File: config.mk
export PLATFORM = sky130hd
export DESIGN_NAME = pm_sleep_ctrl
export DESIGN_NICKNAME = d
export VERILOG_FILES = /design/src/rtl/pm_ctrl_pkg.sv /design/src/rtl/pm_acc_decode.sv /design/src/rtl/pm_ctrl_reg.sv /design/src/rtl/pm_cmd_port.sv /design/src/rtl/pm_sleep_ctrl.sv
export SDC_FILE = /design/constraint.sdc
export NUM_CORES = 1
export LEC_CHECK = 0
export BUFFER_PORTS_ARGS = -buffer_cell sky130_fd_sc_hd__buf_2
export CAP_MARGIN = 20
export CORE_MARGIN = 1.5
export CORE_UTILIZATION = 45
export CTS_BUF_LIST = sky130_fd_sc_hd__clkbuf_4
export CTS_CLUSTER_SIZE = 14
export DETAILED_ROUTE_END_ITERATION = 10
export HOLD_SLACK_MARGIN = 0.12
export PLACE_DENSITY = 0.87
export SYNTH_ARGS = -nofsm -noshare
export SYNTH_HDL_FRONTEND = slang
export SYNTH_HIERARCHICAL = 1
export SYNTH_SLANG_ARGS = --single-unit
File: constraint.sdc
create_clock -name clk -period 2.6 [get_ports clk]
set_clock_uncertainty 0.15 [all_clocks]
set_input_delay 0.13 -clock clk [delete_from_list [all_inputs] [get_ports clk]]
set_output_delay 0.13 -clock clk [all_outputs]
set_load 0.01 [all_outputs]
File: src/rtl/pm_ctrl_pkg.sv
package pm_ctrl_pkg;
   typedef enum logic [1:0] {
      SZ_BYTE = 2'd0,
      SZ_HALF = 2'd1,
      SZ_WORD = 2'd2,
      SZ_RSVD = 2'd3
   } acc_size_e;

   localparam int SCI_BIT    = 0;
   localparam int TYPE_LO    = 10;
   localparam int TYPE_HI    = 12;
   localparam int SLEEP_BIT  = 13;
   localparam int KEEP_LO    = 2;
   localparam int KEEP_HI    = 12;
   localparam int TYPE_W     = TYPE_HI - TYPE_LO + 1;
   localparam int KEEP_W     = KEEP_HI - KEEP_LO + 1;
endpackage

File: src/rtl/pm_acc_decode.sv
module pm_acc_decode #(
   parameter int   ADDR_W    = 4,
   parameter logic [ADDR_W-1:0] CTRL_ADDR = 4'h4,
   parameter logic [ADDR_W-1:0] CMD_ADDR  = 4'h0
) (
   input  logic              req_valid,
   input  logic              req_write,
   input  logic [ADDR_W-1:0] req_addr,
   input  logic [1:0]        req_size,
   output logic              ctrl_wr,
   output logic              ctrl_rd,
   output logic              cmd_wr,
   output logic              hit,
   output logic              err
);
   import pm_ctrl_pkg::*;

   initial begin
      if (CTRL_ADDR == CMD_ADDR) $error("control and command addresses overlap");
   end

   logic sel_ctrl, sel_cmd, ctrl_ok, cmd_ok;

   always_comb begin
      sel_ctrl = req_valid && (req_addr == CTRL_ADDR);
      sel_cmd  = req_valid && (req_addr == CMD_ADDR);
      ctrl_ok  = (req_size == SZ_HALF);
      cmd_ok   = (req_size == SZ_BYTE) && req_write;
      ctrl_wr  = sel_ctrl && ctrl_ok && req_write;
      ctrl_rd  = sel_ctrl && ctrl_ok && !req_write;
      cmd_wr   = sel_cmd && cmd_ok;
      hit      = sel_ctrl || sel_cmd;
      err      = (sel_ctrl && !ctrl_ok) || (sel_cmd && !cmd_ok);
   end
endmodule

File: src/rtl/pm_ctrl_reg.sv
module pm_ctrl_reg #(
   parameter int DATA_W   = 16,
   parameter int OFF_TYPE = 5
) (
   input  logic              clk,
   input  logic              rst_n,
   input  logic              wr_en,
   input  logic [DATA_W-1:0] wdata,
   input  logic              sci_en,
   output logic [DATA_W-1:0] rd_value,
   output logic              poweroff_req
);
   import pm_ctrl_pkg::*;

   initial begin
      if (DATA_W <= SLEEP_BIT) $error("data width too small for sleep bit");
      if (OFF_TYPE >= (1 << TYPE_W)) $error("power-off type does not fit field");
   end

   logic [KEEP_W-1:0] keep_q;
   logic              off_q;
   logic              off_hit;

   assign off_hit = wr_en && wdata[SLEEP_BIT] &&
                    (wdata[TYPE_HI:TYPE_LO] == TYPE_W'(OFF_TYPE));

   always_ff @(posedge clk) begin
      if (!rst_n) begin
         keep_q <= '0;
         off_q  <= 1'b0;
      end else begin
         if (wr_en) keep_q <= wdata[KEEP_HI:KEEP_LO];
         off_q <= off_hit;
      end
   end

   always_comb begin
      rd_value                   = '0;
      rd_value[KEEP_HI:KEEP_LO]  = keep_q;
      rd_value[SCI_BIT]          = sci_en;
   end

   assign poweroff_req = off_q;

   p_pulse_single_r4: assert property (@(posedge clk) disable iff (!rst_n)
      poweroff_req |=> !poweroff_req);

   p_pulse_cause_r5: assert property (@(posedge clk) disable iff (!rst_n)
      $rose(poweroff_req) |-> $past(wr_en && wdata[SLEEP_BIT] &&
                                    wdata[TYPE_HI:TYPE_LO] == TYPE_W'(OFF_TYPE)));
endmodule

File: src/rtl/pm_cmd_port.sv
module pm_cmd_port #(
   parameter int CODE_W = 8,
   parameter logic [CODE_W-1:0] ON_CODE  = 8'hA0,
   parameter logic [CODE_W-1:0] OFF_CODE = 8'hA1
) (
   input  logic              clk,
   input  logic              rst_n,
   input  logic              wr_en,
   input  logic [CODE_W-1:0] code,
   output logic              sci_en,
   output logic              arm
);
   initial begin
      if (ON_CODE == OFF_CODE) $error("enable and disable codes must differ");
   end

   logic en_q;

   always_ff @(posedge clk) begin
      if (!rst_n) en_q <= 1'b0;
      else if (wr_en && code == ON_CODE)  en_q <= 1'b1;
      else if (wr_en && code == OFF_CODE) en_q <= 1'b0;
   end

   assign sci_en = en_q;
   assign arm    = en_q;

   p_sci_cmd_only_r3: assert property (@(posedge clk) disable iff (!rst_n)
      (sci_en != $past(sci_en)) |-> $past(wr_en));
endmodule

File: src/rtl/pm_sleep_ctrl.sv
module pm_sleep_ctrl #(
   parameter int ADDR_W   = 4,
   parameter int DATA_W   = 16,
   parameter int CODE_W   = 8,
   parameter logic [ADDR_W-1:0] CTRL_ADDR = 4'h4,
   parameter logic [ADDR_W-1:0] CMD_ADDR  = 4'h0,
   parameter logic [CODE_W-1:0] ON_CODE   = 8'hA0,
   parameter logic [CODE_W-1:0] OFF_CODE  = 8'hA1,
   parameter int OFF_TYPE = 5
) (
   input  logic              clk,
   input  logic              rst_n,
   input  logic              req_valid,
   input  logic              req_write,
   input  logic [ADDR_W-1:0] req_addr,
   input  logic [1:0]        req_size,
   input  logic [DATA_W-1:0] req_wdata,
   output logic              rsp_valid,
   output logic              rsp_err,
   output logic [DATA_W-1:0] rsp_rdata,
   output logic              sci_en,
   output logic              pwrbtn_arm,
   output logic              poweroff_req
);
   initial begin
      if (CODE_W > DATA_W) $error("command code wider than data bus");
   end

   logic              ctrl_wr, ctrl_rd, cmd_wr, hit, err;
   logic [DATA_W-1:0] ctrl_val;

   pm_acc_decode #(.ADDR_W(ADDR_W), .CTRL_ADDR(CTRL_ADDR), .CMD_ADDR(CMD_ADDR)) u_dec (
      .req_valid (req_valid),
      .req_write (req_write),
      .req_addr  (req_addr),
      .req_size  (req_size),
      .ctrl_wr   (ctrl_wr),
      .ctrl_rd   (ctrl_rd),
      .cmd_wr    (cmd_wr),
      .hit       (hit),
      .err       (err)
   );

   pm_cmd_port #(.CODE_W(CODE_W), .ON_CODE(ON_CODE), .OFF_CODE(OFF_CODE)) u_cmd (
      .clk    (clk),
      .rst_n  (rst_n),
      .wr_en  (cmd_wr),
      .code   (req_wdata[CODE_W-1:0]),
      .sci_en (sci_en),
      .arm    (pwrbtn_arm)
   );

   pm_ctrl_reg #(.DATA_W(DATA_W), .OFF_TYPE(OFF_TYPE)) u_reg (
      .clk          (clk),
      .rst_n        (rst_n),
      .wr_en        (ctrl_wr),
      .wdata        (req_wdata),
      .sci_en       (sci_en),
      .rd_value     (ctrl_val),
      .poweroff_req (poweroff_req)
   );

   always_ff @(posedge clk) begin
      if (!rst_n) begin
         rsp_valid <= 1'b0;
         rsp_err   <= 1'b0;
         rsp_rdata <= '0;
      end else begin
         rsp_valid <= hit;
         rsp_err   <= err;
         rsp_rdata <= ctrl_rd ? ctrl_val : '0;
      end
   end

   p_rsp_follows_req_r11: assert property (@(posedge clk) disable iff (!rst_n)
      rsp_valid |-> $past(req_valid));

   p_err_zero_data_r9: assert property (@(posedge clk) disable iff (!rst_n)
      rsp_err |-> (rsp_valid && rsp_rdata == '0));
endmodule

Yosys cells after proc, flatten, opt, wreduce, memory -nomap -nowiden
Cells that the tools add are included.
{"block": "totals", "word_cells": 36, "register_bits": 31, "output_inout_bits": 21, "in_bits": 26}
{"block": "op_classes", "eq_ne": 5, "n_reduce_logical": 22, "n_mux": 2}
{"cell": "equality test 8 bit (second input constant)", "n": 2}
{"cell": "logical AND 1 bit", "n": 13}
{"cell": "equality test 4 x 3 -> 1 bit (second input constant)", "n": 1}
{"cell": "zero test 4 bit", "n": 1}
{"cell": "equality test 3 bit (second input constant)", "n": 1}
{"cell": "zero test 1 bit", "n": 3}
{"cell": "equality test 2 x 1 -> 1 bit (second input constant)", "n": 1}
{"cell": "zero test 2 bit", "n": 1}
{"cell": "logical OR 1 bit", "n": 2}
{"cell": "2-to-1 mux 1 bit", "n": 2}
{"cell": "AND reduction 2 bit", "n": 1}
{"cell": "nonzero test 2 bit", "n": 1}

Depth between registers and ports, before layout
Gate-level depths: netlist of run 1.
{"block": "logic_depth", "ltp_word": 6, "depth_mapped": 5, "depth_no_buf": 4}

Cells and area by module
Netlist of run 1, hierarchy kept.
{"module": "pm_ctrl_reg", "cells_per_inst": 44, "seq_area_each_um2": 240.2, "n_inst": 1, "area_per_inst_um2": 509.2}
{"module": "pm_sleep_ctrl", "cells_per_inst": 38, "seq_area_each_um2": 360.3, "n_inst": 1, "area_per_inst_um2": 501.7}
{"module": "pm_cmd_port", "cells_per_inst": 8, "seq_area_each_um2": 20.0, "n_inst": 1, "area_per_inst_um2": 72.6}
{"module": "pm_acc_decode", "cells_per_inst": 9, "seq_area_each_um2": 0.0, "n_inst": 1, "area_per_inst_um2": 61.3}

Worst setup path after synthesis of run 1
OpenSTA, ideal clock, no wires.
{"block": "synth_path", "path_type": "input to register", "startpoint": "input port req_addr[1]", "endpoint": "register u_reg.keep_q[0]", "stages": 5, "slack_ns": 0.631, "arrival_ns": 1.703, "setup_time_ns": 0.116, "n_path_buf": 1, "required_ns": 2.334, "path_cell_list": "or4b_4 > nor4_1 > buf_6 > mux2i_1 > nor2b_1"}
{"block": "synth_between", "elab_chain_len": 4}
{"item": "start, declared", "line_no": "pm_sleep_ctrl.sv:15", "text": "input logic [ADDR_W-1:0] req_addr,"}
{"item": "equality test 4 x 3 -> 1 bit", "line_no": "pm_acc_decode.sv:25", "text": "sel_ctrl = req_valid && (req_addr == CTRL_ADDR);"}
{"item": "logical AND 1 bit", "line_no": "pm_acc_decode.sv:25"}
{"item": "logical AND 1 bit (2 in series)", "line_no": "pm_acc_decode.sv:29", "text": "ctrl_wr = sel_ctrl && ctrl_ok && req_write;"}
{"item": "named net ctrl_wr", "line_no": "pm_sleep_ctrl.sv:29", "text": "logic ctrl_wr, ctrl_rd, cmd_wr, hit, err;"}
{"item": "end signal, assigned", "line_no": "pm_ctrl_reg.sv:32", "text": "if (wr_en) keep_q <= wdata[KEEP_HI:KEEP_LO];"}
{"item": "end, declared", "line_no": "pm_ctrl_reg.sv:20", "text": "logic [KEEP_W-1:0] keep_q;"}
The timed path passes the listed nets, and every way through them passes these cells.
A chain may end at the register's enable or synchronous reset.

Worst setup path after layout of run 1
{"block": "layout_path", "startpoint": "input port req_size[1]", "endpoint": "register u_cmd.en_q (netlist: u_cmd/arm)"}
{"block": "layout_between", "elab_chain_len": 5, "elab_cells_between_ends": 7, "cone_classes": "mux: 1; reduce/logical: 6"}
{"item": "start, declared", "line_no": "pm_sleep_ctrl.sv:16", "text": "input logic [1:0] req_size,"}
{"item": "zero test 2 bit *", "line_no": "pm_acc_decode.sv:28", "text": "cmd_ok = (req_size == SZ_BYTE) && req_write;"}
{"item": "logical AND 1 bit *", "line_no": "pm_acc_decode.sv:28"}
{"item": "logical AND 1 bit *", "line_no": "pm_acc_decode.sv:31", "text": "cmd_wr = sel_cmd && cmd_ok;"}
{"item": "named net cmd_wr", "line_no": "pm_sleep_ctrl.sv:29"}
{"item": "logical AND 1 bit, on equally long branches", "line_no": "pm_cmd_port.sv:21, pm_cmd_port.sv:22"}
{"item": "2-to-1 mux 1 bit / nonzero test 2 bit (equally long branches)"}
{"item": "end signal, assigned", "line_no": "pm_cmd_port.sv:20", "text": "if (!rst_n) en_q <= 1'b0;"}
{"item": "end signal, assigned", "line_no": "pm_cmd_port.sv:21", "text": "else if (wr_en && code == ON_CODE) en_q <= 1'b1;"}
{"item": "end signal, assigned", "line_no": "pm_cmd_port.sv:22", "text": "else if (wr_en && code == OFF_CODE) en_q <= 1'b0;"}
{"item": "end, declared", "line_no": "pm_cmd_port.sv:17", "text": "logic en_q;"}
The timed path passes the listed nets; every way through them passes the cells marked *.

==> summary.txt, run 1 <==
Logic synthesis
  – Post-synthesis cell type count: 23
  – Post-Synth Adder-Cell Area: 0
  – Largest family of logic cells by synthesized area: simple AND/OR/NAND/NOR gates
  – Ranking of synthesized cells by area: dfxtp_1 54%, mux2i_1 10%, nor2b_1 6.0%
  – #FFs+latches synth: 31
  – Synth Area in Compound Gates: 0.008743
  – Sequential share of the synthesized area: 0.5421
  – Share of Yosys cell area claimed by the top area cell type: 0.5421
  – Mapped cell area: 0.001145 mm²
  – Largest area contributor in the netlist: dfxtp_1
  – Post-synthesis xor/xnor area fraction: 0
  – Mux contribution to synthesized area: 0.1049
  – Cells after Synth: 99
  – Synthesized area per cell: 11.56 µm²
  – Simple-gate share of the synthesized area: 0.2678
  – Warnings from Yosys: 6

Detailed routing
  – Vias: 891
  – Total Wirelength: 2307 µm
  – DRT iter0 DRCs: 5
  – DR WL/cell: 12.14 µm
  – DR pass1 iterations: 4
  – ANT nets after route: 0
  – Drc violations: 0
  – Detailed-route vias per instance: 4.689

Power
  – Clock share of power: 0.318
  – P per Cell Area: 498.6 mW/mm²
  – Combinational share of power: 0.071
  – Psw: 175.1 µW
  – Net Sw Frac: 0.2249
  – Cell Int Power: 603.4 µW
  – Seq pwr share: 0.611
  – Pleak: 0.7612 nW
  – Max IR drop VDD: 0.4339 mV

Die
  – Initial Util: 0.4707
  – FP Rows: 18
  – Die area: 0.002856 mm²
  – I/O pin count: 47
  – Die Wd: 53.44 µm
  – Core Box Area: 0.002432 mm²
  – Die height: 53.44 µm

Final layout
  – Fillers: 176
  – Diodes inserted: 0
  – P&R area growth vs syn: 36.39%
  – Leading cell type in the layout, fill and taps excluded: buf_2
  – Final core utilization: 0.6420
  – Most frequent cells in the layout: 44 x buf_2, 31 x dfxtp_1, 15 x dlygate4sd3_1, 12 x mux2i_1, 11 x nor2b_1
  – Layout cells sized above 1: 0.4313
  – Fin cells: 190
  – Final Cell Area: 0.001562 mm²
  – Layout net count: 186

STA
  – Setup repair after global routing missed its margin: no
  – Final worst slack: 272.1 ps
  – Final setup TNS: 0 ps
  – Final-report max-slew violation count: 0
  – Fmax: 429.6 MHz
  – Final Hold Fails: 0
  – Final setup viols: 0
  – Period utilisation layout: 0.8954
  – Minimum clock period: 2328 ps

Global route
  – GRT Resource Usage Total: 0.1767
  – Initial antenna violation count: 0
  – Vias in the first global route: 825
  – Largest net degree at the start of global routing: 33
  – First-pass GRT wire length: 3408 µm
  – Grt total ovfl: 0

Run status
  – Outcome: completed

CTS
  – Number of CTS-inserted buffers: 5
  – Root Buffer: clkbuf_4
  – Htree depth: 2
  – Clock Latency Late Sink: 330 ps
  – Sink Count: 31
  – Post-cts resize count: 0
  – Maximum buffer depth of the clock tree: 2
  – CTS tree: built
  – CTS clock-pin slew for the worst setup and hold paths: 90 ps

Job
  – MaxCap Viol Count: 0

Worst setup path
  – Reg2Reg Depth: 3
  – Worst setup EP type: flop
  – Arr. time, crit path: 2400 ps
  – Startpoint types: input port
  – WS Path Type: input port to flop
  – CP max FO: 4
  – Worst Path Required: 2670 ps

Place
  – DP Cell Count: 168
  – Pre-CTS WS: 723.2 ps
  – Post-DP Area: 0.001365 mm²
  – IO Port Bufs: 44
  – Routability congestion estimate: 0.5942
  – Hpwl dp: 1511 µm

Worst hold path
  – Hold Crit Class: input port to flop
  – Hold depth: 4
## through the flow
step,power (mW),hold WS (ps)
2_1_floorplan,0.5051,49.47
3_3_place_gp,0.5250,162.5
3_5_place_dp,0.5265,170.4
4_1_cts,0.7836,124.4
5_1_grt,0.8103,138.0
6_report,0.7785,131.8
## flip-flops by register name, summed over array words and instances, names as in the netlist
name	cells
u_reg/keep_q	11
rsp_err	1
u_cmd/arm	1
u_reg/poweroff_req	1
rsp_rdata	16
rsp_valid	1
## cells by family (layout without fill, tap and decap cells)
logic type,after synthesis,count (layout)
DFF,31,31
and+or+nand+nor,42,42
AOI/OAI and AO/OA,1,1
other,1,4
muxes,12,12
buffers and inverters,12,70
## routing by layer
metal  GRT usage  part of all wire
met3     0.08192             0.067
met1      0.1719              0.41
met5           0                 0
met2      0.3086              0.50
met4     0.08974             0.019
## final cells by class
class,count,area [µm²],area share
Tap cell,30,37.54,0.02404
Inverter,2,7.507,0.004808
Sequential cell,31,620.6,0.3974
Timing Repair Buffer,61,385.4,0.2468
Clock inverter,2,8.758,0.005609
Clock buffer,5,37.54,0.02404
Multi-Input combinational cell,59,464.2,0.2973
## cells in the mapped netlist
| library cell | instances |
|---|---|
| conb_1 | 1 |
| or4b_4 | 1 |
| buf_6 | 2 |
| nand2b_1 | 1 |
| or4b_2 | 1 |
| and3_1 | 8 |
| o211a_1 | 1 |
| buf_4 | 6 |
| nor3b_2 | 1 |
| nand4_4 | 1 |
| nand4_1 | 1 |
| inv_1 | 2 |
| dfxtp_1 | 31 |
| nor4b_2 | 1 |
| buf_2 | 1 |
| mux2i_1 | 12 |
| nor2b_1 | 11 |
| clkbuf_1 | 1 |
| and2_2 | 2 |
| nor2_1 | 2 |
| nand2_1 | 2 |
| nor4_1 | 2 |
| and3_2 | 8 |
## repair_timing
| action | CTS | global route |
|---|---|---|
| hold buffers | 15 | 0 |
| setup buffers | 0 | 0 |
| endpoints found under the hold margin | 14 | 0 |
## worst max-delay path: stages
cell and delay (ps):
dlygate4sd3_1 530, buf_2 150, or4b_2 650, nor2_1 140, nand4_1 120, mux2i_1 130, dlygate4sd3_1 550
## power by group through the flow
| stage | clock, mW | combinational [mW] | sequential [mW] |
|---|---|---|---|
| after floorplan | 0 | 0.0181 | 0.487 |
| after global placement | 0 | 0.0383 | 0.487 |
| after detailed placement | 0 | 0.0398 | 0.487 |
| after CTS | 0.253 | 0.0552 | 0.476 |
| after global routing | 0.274 | 0.0604 | 0.476 |
| final | 0.248 | 0.0553 | 0.476 |
## worst paths after layout
path,endpoint,start,slack (ps)
setup reg to reg,u_cmd/arm,u_cmd/arm,1290
setup / recovery,u_cmd/arm,req_size[1],270
hold reg to reg,rsp_rdata[11],u_reg/keep_q[9],340
hold / removal,rsp_err,req_addr[2],130
No activity file was read; power rests on OpenSTA's default activity.
==> run 2, diff against run 1 <==
--- a/config.mk
+++ b/config.mk
@@ -5,6 +5,7 @@
 export SDC_FILE = /design/constraint.sdc
 export NUM_CORES = 1
 export LEC_CHECK = 0
+export ABC_AREA = 1
 export BUFFER_PORTS_ARGS = -buffer_cell sky130_fd_sc_hd__buf_2
 export CAP_MARGIN = 20
 export CORE_MARGIN = 1.5
@@ -13,7 +14,7 @@
 export CTS_CLUSTER_SIZE = 14
 export DETAILED_ROUTE_END_ITERATION = 10
 export HOLD_SLACK_MARGIN = 0.12
-export PLACE_DENSITY = 0.87
+export PLACE_DENSITY = 0.86
 export SYNTH_ARGS = -nofsm -noshare
 export SYNTH_HDL_FRONTEND = slang
 export SYNTH_HIERARCHICAL = 1
==> run 2 against run 1 <==
Non-clock buffer count rose by 18; worst hold slack improved by 77 ps; synthesized area rose by 9.5%; sequential share of layout area fell by 6.0 points; clock-buffer cell count rose by 1; sequential power barely moved; core utilization rose by 7.5 points; largest power group unchanged; synthesized cell count rose by 67%; worst setup slack got worse by 86 ps; clock power rose by 5%; critical endpoint unchanged; final area rose by 18%.
==> summary.txt, run 2 <==
Logic synthesis
  – Post-synthesis xor/xnor area fraction: 0 (unchanged)
  – Ranking of synthesized cells by area: dfxtp_1 50%, nor2_1 11%, inv_1 9.9% (was dfxtp_1 54%, mux2i_1 10%, nor2b_1 6.0%)
  – Sequential share of the synthesized area: 0.4950 (was 0.5421)
  – Post-synthesis cell type count: 17 (was 23)
  – Most frequent cells after synthesis: 37 x nor2_1, 33 x inv_1, 31 x dfxtp_1, 17 x nand2_1, 12 x nor2_2 (was 31 x dfxtp_1, 12 x mux2i_1, 11 x nor2b_1, 8 x and3_1, 8 x and3_2)
  – Share of Yosys cell area claimed by the top area cell type: 0.4950 (was 0.5421)
  – #FFs+latches synth: 31 (unchanged)
  – Synthesized area per cell: 7.598 µm² (was 11.56 µm²)
  – Simple-gate share of the synthesized area: 0.2824 (was 0.2678)
  – Largest area contributor in the netlist: dfxtp_1 (unchanged)
  – Cells after Synth: 165 (was 99)
  – Post-synth EDFFs: 0 (unchanged)
  – Mapped cell area: 0.001254 mm² (was 0.001145 mm²)
  – Mux contribution to synthesized area: 0 (was 0.1049)
  – Most frequent cell after synthesis: nor2_1 (was dfxtp_1)
  – Synth Area in Compound Gates: 0.04591 (was 0.008743)
  – FFs w/ async S/R, synth: 0 (unchanged)
  – Largest family of logic cells by synthesized area: simple AND/OR/NAND/NOR gates (unchanged)
  – Post-Synth Adder-Cell Area: 0 (unchanged)
  – Post-synth top flop: dfxtp_1 (unchanged)
  – Warnings from Yosys: 6 (unchanged)

Detailed routing
  – ANT nets after route: 0 (unchanged)
  – DR WL/cell: 9.189 µm (was 12.14 µm)
  – Detailed-route vias per instance: 4.196 (was 4.689)
  – DRT iter0 DRCs: 16 (was 5)
  – Total Wirelength: 2527 µm (was 2307 µm)
  – Drc violations: 0 (unchanged)
  – DR pass1 iterations: 4 (unchanged)
  – Vias: 1154 (was 891)

Final layout
  – Layout cells sized above 1: 0.2939 (was 0.4313)
  – Top Registers: rsp_rdata (16), u_reg/keep_q (11) (unchanged)
  – Fin cells: 275 (was 190)
  – Max FFs per register: 16 (unchanged)
  – Final Cell Area: 0.001841 mm² (was 0.001562 mm²)
  – Top reg by flops: rsp_rdata (unchanged)
  – Leading cell type in the layout, fill and taps excluded: buf_2 (unchanged)
  – Final core utilization: 0.7169 (was 0.6420)
  – Diodes inserted: 0 (unchanged)
  – Fillers: 216 (was 176)
  – Most frequent cells in the layout: 44 x buf_2, 37 x nor2_1, 34 x dlygate4sd3_1, 33 x inv_1, 31 x dfxtp_1 (was 44 x buf_2, 31 x dfxtp_1, 15 x dlygate4sd3_1, 12 x mux2i_1, 11 x nor2b_1)
  – P&R area growth vs syn: 46.81% (was 36.39%)
  – Layout net count: 270 (was 186)

Global route
  – Initial antenna violation count: 0 (unchanged)
  – GRT Resource Usage Total: 0.1825 (was 0.1767)
  – Met2 usage: 0.3282 (was 0.3086)
  – Grt total ovfl: 0 (unchanged)
  – First-pass GRT wire length: 4291 µm (was 3408 µm)
  – Largest net degree at the start of global routing: 17 (was 33)
  – GR met1 Demand/Resource: 0.1744 (was 0.1719)
  – Vias in the first global route: 1112 (was 825)
  – Grt peak-use layer: met2 (unchanged)
  – Met3 Usage GRT: 0.07209 (was 0.08192)

Worst hold path
  – Hold Crit Class: input port to flop (unchanged)

Worst setup path
  – FF-to-FF Start: u_reg/keep_q[0] (was u_cmd/arm)
  – R2R Path End: u_reg/keep_q[0] (was u_cmd/arm)
  – Worst setup EP type: flop (unchanged)
  – R2r setup slk: 1250 ps (was 1290 ps)
  – Worst setup path startpoint: req_addr[1] (was req_size[1])
  – Crit path to: u_cmd/arm (unchanged)
  – WS Path Type: input port to flop (unchanged)
  – CP max FO: 3 (was 4)
  – Startpoint types: input port (unchanged)
  – Arr. time, crit path: 2490 ps (was 2400 ps)
  – Worst Path Required: 2680 ps (was 2670 ps)
  – Reg2Reg Depth: 3 (unchanged)

STA
  – Final-report max-slew violation count: 0 (unchanged)
  – Fmax: 414.3 MHz (was 429.6 MHz)
  – Minimum clock period: 2414 ps (was 2328 ps)
  – Final Hold Fails: 0 (unchanged)
  – Period utilisation layout: 0.9284 (was 0.8954)
  – Setup repair after global routing missed its margin: no (unchanged)
  – Final setup viols: 0 (unchanged)
  – Final setup TNS: 0 ps (unchanged)

Die
  – Core Box Area: 0.002567 mm² (was 0.002432 mm²)
  – Die Wd: 55.78 µm (was 53.44 µm)
  – Die height: 55.78 µm (was 53.44 µm)
  – Initial Util: 0.4883 (was 0.4707)
  – I/O pin count: 47 (unchanged)
  – FP Rows: 18 (unchanged)
  – Die area: 0.003111 mm² (was 0.002856 mm²)

Place
  – DP Cell Count: 233 (was 168)
  – IO Port Bufs: 44 (unchanged)
  – Routability congestion estimate: 0.7050 (was 0.5942)
  – Hpwl dp: 1483 µm (was 1511 µm)
  – Post-DP Area: 0.001448 mm² (was 0.001365 mm²)

CTS
  – CTS clock-pin slew for the worst setup and hold paths: 90 ps (about the same)
  – Clock Latency Late Sink: 320 ps (was 330 ps)
  – Sink Count: 31 (unchanged)
  – Root Buffer: clkbuf_4 (unchanged)
  – Htree depth: 2 (unchanged)
  – Setup Fix Bufs, Post-CTS: 0 (unchanged)
  – Maximum buffer depth of the clock tree: 2 (unchanged)
  – Post-cts resize count: 0 (unchanged)
  – CTS tree: built (unchanged)
  – Number of CTS-inserted buffers: 5 (unchanged)

Power
  – Total Power: 808.8 µW (was 778.5 µW)
  – P per Cell Area: 439.4 mW/mm² (was 498.6 mW/mm²)
  – Pleak: 0.9457 nW (was 0.7612 nW)
  – Max IR drop VDD: 0.4011 mV (was 0.4339 mV)

Run status
  – Outcome: completed (unchanged)

Job
  – MaxCap Viol Count: 0 (unchanged)
==> run 2: changes by cell type after synthesis, sizes merged, moves of 2 or more <==
cell   previous run  this run
mux2i            12         0
and2              2         0
nand4             2         0
nor2b            11         0
or4b              2         0
and3             16         0
nand2             2        20
nor4              2         0
nor2              2        51
inv               2        36
o21ai             0        10
nand3             0         5
==> run 2: kinds of logic after synthesis <==
| group | count (synthesis) |
|---|---|
| AO/OA/AOI/OAI | 11 |
| buffers and inverters | 46 |
| AND/OR/NAND/NOR | 76 |
| flip-flops | 31 |
| other | 1 |
==> run 2: final cells by class <==
cell class | count | area, µm² | area share
Clock buffer | 6 | 45.04 | 0.02447
Clock inverter | 2 | 7.507 | 0.004079
Inverter | 36 | 135.1 | 0.07342
Multi-Input combinational cell | 91 | 426.7 | 0.2318
Sequential cell | 31 | 620.6 | 0.3372
Tap cell | 30 | 37.54 | 0.02039
Timing Repair Buffer | 79 | 568.0 | 0.3086
==> run 2: critical path, cell delays in order <==
cell and delay [ps]:
dlygate4sd3_1 530, buf_2 120, inv_2 50, nand2_4 50, dlygate4sd3_1 590, nor2_4 110
nand2_1 60, nor2_1 130, nand3_1 80, dlygate4sd3_1 550, nand2_1 60, nor2_1 30
==> run 2: worst min path at each step <==
stage,from,to,slack (ps),depth (start not counted)
global placement,req_wdata[8],u_reg/keep_q[6],210,3
detailed placement,req_wdata[13],u_reg/poweroff_req,220,3
finish,req_write,rsp_rdata[4],210,4
CTS,req_write,rsp_rdata[4],200,4
global route,req_write,rsp_rdata[12],230,4
floorplan,rst_n,rsp_err,70,2
==> run 2: power breakdown <==
part / switching (mW) / total [mW] / internal (mW)
clock: 0.150 / 0.260 / 0.110
sequential: 0.000380 / 0.476 / 0.476
combinational: 0.0318 / 0.0731 / 0.0412
total: 0.182 / 0.809 / 0.627
==> run 2: metrics by stage <==
step	hold WS (ps)	worst slack, ps
3_5_place_dp	215.4	1175
4_1_cts	195.3	207.6
2_1_floorplan	73.45	1485
5_1_grt	229.8	147.3
3_3_place_gp	206.7	1206
6_report	209.1	186.3
==> run 2: what timing repair did <==
item,4_1_cts,5_1_grt
hold buffers,34,0
hold endpoints to repair,15,0
endpoints found under the setup margin,0,0
==> run 2: metal layers <==
layer / vias up / part of all wire
li1: 621 / -
met4: 0 / 0.026
met3: 4 / 0.058
met2: 36 / 0.52
met5: - / 0
met1: 493 / 0.40
